<file path="config.mk">
export PLATFORM = sky130hd
export DESIGN_NAME = pgood_monitor
export DESIGN_NICKNAME = d
export VERILOG_FILES = /design/src/rtl/pg_pkg.sv /design/src/rtl/pg_window.sv /design/src/rtl/pg_qualify.sv /design/src/rtl/pgood_monitor.sv
export SDC_FILE = /design/constraint.sdc
export NUM_CORES = 1
export LEC_CHECK = 0
export ABC_AREA = 1
export BUFFER_PORTS_ARGS = -buffer_cell sky130_fd_sc_hd__clkbuf_2
export CORE_MARGIN = 2
export CORE_UTILIZATION = 35
export CTS_CLUSTER_SIZE = 20
export DETAILED_ROUTE_END_ITERATION = 10
export HOLD_SLACK_MARGIN = 0.05
export PLACE_DENSITY = 0.6
export RECOVER_POWER = 50
export SYNTH_ARGS = -nofsm -noshare
export SYNTH_HDL_FRONTEND = slang
export SYNTH_SLANG_ARGS = --single-unit
</file>
<file path="constraint.sdc">
create_clock -name clk -period 17.7 [get_ports clk]
set_input_delay 3.54 -clock clk [delete_from_list [all_inputs] [get_ports clk]]
set_output_delay 3.54 -clock clk [all_outputs]
set_load 0.01 [all_outputs]
</file>
<file path="src/rtl/pg_pkg.sv">
// Package pg_pkg: shared constants and bound arithmetic for the power-good monitor.
// Assumes percentages are unsigned and that bounds are evaluated at a width wide
// enough to hold target*(100+max_pct) without loss.
package pg_pkg;

    localparam int unsigned PCT_SCALE = 100;

    // Scale a code by (100+pct)/100 or (100-pct)/100 with floor division.
    function automatic logic [31:0] pct_scale(input logic [31:0] code,
                                              input logic [31:0] pct,
                                              input logic        above);
        logic [31:0] factor;
        if (above)
            factor = PCT_SCALE + pct;
        else if (pct >= PCT_SCALE)
            factor = 32'd0;
        else
            factor = PCT_SCALE - pct;
        return (code * factor) / PCT_SCALE;
    endfunction

endpackage

</file>
<file path="src/rtl/pg_window.sv">
// Module pg_window: derives the window bounds from the target and the two
// percentage limits, and flags whether the current sample lies inside them.
// Assumes the configuration is static for at least the cycle it is used in;
// the bounds are purely combinational so any change applies at once.
module pg_window #(
    parameter int CODE_W = 8,
    parameter int PCT_W  = 8
) (
    input  logic              clk,
    input  logic              rst_n,
    input  logic [CODE_W-1:0] sample_i,
    input  logic [CODE_W-1:0] target_i,
    input  logic [PCT_W-1:0]  up_pct_i,
    input  logic [PCT_W-1:0]  down_pct_i,
    output logic              in_win_o
);
    import pg_pkg::*;

    localparam int BND_W = CODE_W + PCT_W + 1;

    logic [BND_W-1:0] hi_bnd;
    logic [BND_W-1:0] lo_bnd;
    logic [31:0]      hi_full;
    logic [31:0]      lo_full;

    // Compute the upper and lower bounds from the current configuration.
    always_comb begin
        hi_full = pct_scale(32'(target_i), 32'(up_pct_i), 1'b1);
        lo_full = pct_scale(32'(target_i), 32'(down_pct_i), 1'b0);
        hi_bnd  = hi_full[BND_W-1:0];
        lo_bnd  = lo_full[BND_W-1:0];
    end

    // Inclusive window comparison at full bound width.
    always_comb begin
        in_win_o = (BND_W'(sample_i) >= lo_bnd) && (BND_W'(sample_i) <= hi_bnd);
    end

    // the target itself always sits between the two bounds.
    assert_bounds_order_R2: assert property (@(posedge clk) disable iff (!rst_n)
        (lo_bnd <= BND_W'(target_i)) && (BND_W'(target_i) <= hi_bnd));

    // a lower limit of 100 percent or more opens the window down to zero.
    assert_lo_floor_R3: assert property (@(posedge clk) disable iff (!rst_n)
        (32'(down_pct_i) >= 32'd100) |-> in_win_o == (BND_W'(sample_i) <= hi_bnd));

endmodule

</file>
<file path="src/rtl/pg_qualify.sv">
// Module pg_qualify: tracks whether the conditions for power-good hold, counts
// ticks while they do, and registers the power-good level once the delay is met.
// Assumes in_win_i is the verdict for the sample presented in the same cycle.
module pg_qualify #(
    parameter int DLY_W = 20
) (
    input  logic             clk,
    input  logic             rst_n,
    input  logic             vld_i,
    input  logic             in_win_i,
    input  logic             fault_i,
    input  logic [DLY_W-1:0] delay_i,
    output logic             pgood_o
);
    logic             qual_q;
    logic [DLY_W-1:0] cnt_q;
    logic             ok_now;

    // Conditions met this cycle: no fault, and the newest verdict is in-window.
    always_comb begin
        ok_now = !fault_i && (vld_i ? in_win_i : qual_q);
    end

    // Qualification state, delay counter and registered power-good level.
    always_ff @(posedge clk) begin
        if (!rst_n) begin
            qual_q  <= 1'b0;
            cnt_q   <= '0;
            pgood_o <= 1'b0;
        end else if (!ok_now) begin
            qual_q  <= 1'b0;
            cnt_q   <= '0;
            pgood_o <= 1'b0;
        end else begin
            qual_q <= 1'b1;
            if (cnt_q >= delay_i)
                pgood_o <= 1'b1;
            else
                cnt_q <= cnt_q + 1'b1;
        end
    end

    // any fault at an edge leaves power-good low afterwards.
    assert_fault_drop_R6: assert property (@(posedge clk) disable iff (!rst_n)
        fault_i |=> !pgood_o);

    // a valid out-of-window sample drops power-good and the count.
    assert_out_drop_R5: assert property (@(posedge clk) disable iff (!rst_n)
        (vld_i && !in_win_i) |=> (!pgood_o && cnt_q == '0));

    // power-good only rises once the count has reached the delay.
    assert_rise_after_delay_R7: assert property (@(posedge clk) disable iff (!rst_n)
        $rose(pgood_o) |-> ($past(cnt_q) >= $past(delay_i) && !$past(fault_i)));

    // a reset edge always leaves power-good low.
    assert_reset_low_R10: assert property (@(posedge clk)
        !rst_n |=> !pgood_o);

endmodule

</file>
<file path="src/rtl/pgood_monitor.sv">
// Module pgood_monitor: top of the power-good window monitor. Joins the window
// comparator with the delay qualifier. Assumes configuration ports are driven
// from stable registers and samples are marked by a one-cycle valid strobe.
module pgood_monitor #(
    parameter int CODE_W = 8,
    parameter int PCT_W  = 8,
    parameter int DLY_W  = 20
) (
    input  logic              clk,
    input  logic              rst_n,
    input  logic [CODE_W-1:0] sample_i,
    input  logic              sample_vld_i,
    input  logic [CODE_W-1:0] target_i,
    input  logic [PCT_W-1:0]  up_pct_i,
    input  logic [PCT_W-1:0]  down_pct_i,
    input  logic [DLY_W-1:0]  delay_i,
    input  logic              fault_i,
    output logic              pgood_o
);
    logic in_win;

    pg_window #(.CODE_W(CODE_W), .PCT_W(PCT_W)) u_window (
        .clk       (clk),
        .rst_n     (rst_n),
        .sample_i  (sample_i),
        .target_i  (target_i),
        .up_pct_i  (up_pct_i),
        .down_pct_i(down_pct_i),
        .in_win_o  (in_win)
    );

    pg_qualify #(.DLY_W(DLY_W)) u_qualify (
        .clk     (clk),
        .rst_n   (rst_n),
        .vld_i   (sample_vld_i),
        .in_win_i(in_win),
        .fault_i (fault_i),
        .delay_i (delay_i),
        .pgood_o (pgood_o)
    );

endmodule

</file>
==> reports/metrics.yaml <==
grt_setup_unrepaired: "yes"
coreArea_um2: 33600
dieArea_um2: 35700
clkSlewWorstSetupHoldPaths_ps: 50
achievable_frequency_mhz: 57.8
detail_route.wl_per_cell_um: 11.8
postSynth.topFlopCell: "sky130_fd_sc_hd__dfxtp_1"
critPathCaptureType: "flop"
layout_worst_path_cycle_share_pct: 97.7
worstHoldPathType: "reg2reg"
grt_pass1_wl_mm: 48.7
worst_pin_slew_ps: 805
synth_cells: 1898
num_io_pins: 57
critPathKind: "in2reg"
post_synth_num_cell_types: 55
num-nets-final: 2277
cp_max_fo: 7
timing.final.setup_violations: 0
clock-root-buffer: "sky130_fd_sc_hd__clkbuf_16"
synth_top_area_cell: "sky130_fd_sc_hd__fa_1"
buffer_ports.inserted: 56
timing.critical_path.arrival_ps: 17470
drt_pass1_iterations: 7
run_status: "finished clean"
drt-total-wl_mm: 28.9
yosysSeqAreaShare_pct: 3.68
tritoncts_clock_tree: "done"
timing.max_cap.violations: 0
count_of_flip_flops_with_a_built_in_enable_after_synthesis: 0
first_global_vias: 11201
crit_path_max_incr_delay_ps: 580
ys_async_sr_fraction_pct: 0
cts_inserted_buffers: 3
drtIter0Drc: 466
h_tree_depth: 1
worstSetupStartpointType: "input pin"
max_slew_violation_count: 0
hold_violations: 0
finalWorstPathRequiredPeriod_ps: 17290
overflow: 0
timing.slew.headroom_pct: 46.0
yosys-top-cells-area: "sky130_fd_sc_hd__fa_1, sky130_fd_sc_hd__nand2_1, sky130_fd_sc_hd__inv_1, sky130_fd_sc_hd__ha_1, sky130_fd_sc_hd__nand3_1"
dieHeight_um: 189
viasPerCell: 4.72
route.antenna.remaining_nets: 0
number_of_antenna_violations_at_the_first_check_in_global_routing: 0
yosys_warnings: 0
floorplan.rows: 67
drc: 0
postLayoutCellArea_um2: 14300
clock-sinks: 22
grt_max_degree: 12
cp_data_required_time_ps: 17880
worst_skew_pair.late_latency_ps: 250
grt.total_usage_pct: 15.7
cts-hold-fix-buffers: 0
worst_setup_skew_after_layout_ps: 1.35
critical-path-slowest-cell: "sky130_fd_sc_hd__fa_2"
cts-root-to-sink-buffers: 2
initial_core_util_pct: 35.6
antenna_cells_inserted: 0
number_of_synthesized_register_bits: 22
final_layout_size_suffix_gt1_share_pct: 26.3
postPlaceCellArea_um2: 12900
floorplan.die.width_um: 189
synth_top_area_share_pct: 18.2
hpwl_mm: 24.0
layout_overhead_on_the_synthesized_area_pct: 19.6
avgSynthCellArea_um2: 6.31
finalWeightedCongestion: 0.844
critical_path.most_common_cell: "sky130_fd_sc_hd__nand2_4"
via_count: 11568
post_synth_instance_area_um2: 12000
[state kept, by name (all words and copies together), names as in the netlist]
| signal | cells |
|---|---|
| u_qualify.qual_q | 1 |
| u_qualify.cnt_q | 20 |
| u_qualify.pgood_o | 1 |
[cells in the final DEF (no fill, tap or decap), drive strengths merged, types with 3 or more instances in the layout]
master,instances
a21boi,7
a21o,3
a21oi,50
buf,52
clkbuf,56
clkinv,4
conb,8
dfxtp,22
fa,109
ha,109
inv,426
nand2,601
nand3,152
nand3b,4
nand4,48
nor2,188
nor3,13
nor4,3
o211ai,3
o21a,8
o21ai,54
o21bai,7
or2,4
xnor2,10
xor2,44
[kinds of logic after synthesis]
| kind of cell | share of synthesized area, % |
|---|---|
| AO/OA/AOI/OAI | 7.35 |
| adder cells (fa/ha/maj) | 29.6 |
| XOR/XNOR | 4.01 |
| AND/OR/NAND/NOR | 41.4 |
| buffers and inverters | 13.9 |
| other | 0.0627 |
| flip-flops | 3.68 |
[per-stage QoR]
| step | hold slack [ps] | TNS [ps] | setup WS [ps] | std cells | util [%] |
|---|---|---|---|---|---|
| floorplan | 460 | 0 | 1460 | 1904 | - |
| global placement | 479 | -38.0 | -8.29 | 2410 | 38.4 |
| detailed placement | 483 | -4210 | -279 | 2410 | 38.4 |
| CTS | 498 | 0 | 28.8 | 2413 | 38.6 |
| global route | 541 | -13690 | -665 | 2449 | 42.6 |
| finish | 513 | 0 | 411 | 2449 | 42.6 |
[critical path: cells and delay by family]
kind | cells | cell delay (ps)
xor+xnor | 1 | 210
fa+ha+maj | 6 | 2600
buf+inv | 13 | 1190
compound gates | 14 | 1640
simple gates | 77 | 8280
[layout make-up]
cell class	instances	area [um2]
inverters	431	1640
multi-input cells	1439	10900
fillers	3550	19300
clock buffers	3	75.1
repair inverters	1	7.51
well taps	448	561
repair buffers	105	681
flip-flops and latches	22	440
[repair_timing]
item | CTS | global route
pin swaps | 0 | 87
endpoints found under the setup margin | 12 | 22
endpoints found under the hold margin | 0 | 0
setup buffers | 0 | 35
resized for setup | 1 | 279
gates cloned | 0 | 1
[synth_stat cells, drive strengths merged, types with 3 or more instances]
library cell  instances
clkbuf               11
a21oi                50
nand3               152
a21boi                7
nand3b                4
o21bai                7
o211ai                3
nor2                188
nand2               601
nand4                48
clkinv                5
nor4                  3
or2                   4
o21ai                54
xor2                 44
ha                  109
inv                 426
o21a                  8
nor3                 13
dfxtp                22
a21o                  3
fa                  109
xnor2                10
[worst paths after layout]
check,startpoint,to,slack (ps),cells after the start
worst max register to register,u_qualify.cnt_q[0],u_qualify.cnt_q[18],13350,28
worst min-delay path,u_qualify.cnt_q[0],u_qualify.cnt_q[0],510,2
worst max-delay path,down_pct_i[0],u_qualify.cnt_q[0],410,111
worst min register to register,u_qualify.cnt_q[0],u_qualify.cnt_q[0],510,2
[metal layers]
layer / wire (um) / share of wire (%) / up-vias / track usage, %
met5: 0 / 0 / - / 0
met4: 329 / 1.1 / 0 / 1.65
met3: 475 / 1.6 / 20 / 0.500
met2: 15000 / 52 / 130 / 29.9
met1: 13100 / 45 / 5379 / 20.1
li1: - / - / 6039 / -
Power is not shown: default switching activity piles up to over one toggle a cycle in this logic, so the estimate is an artifact.
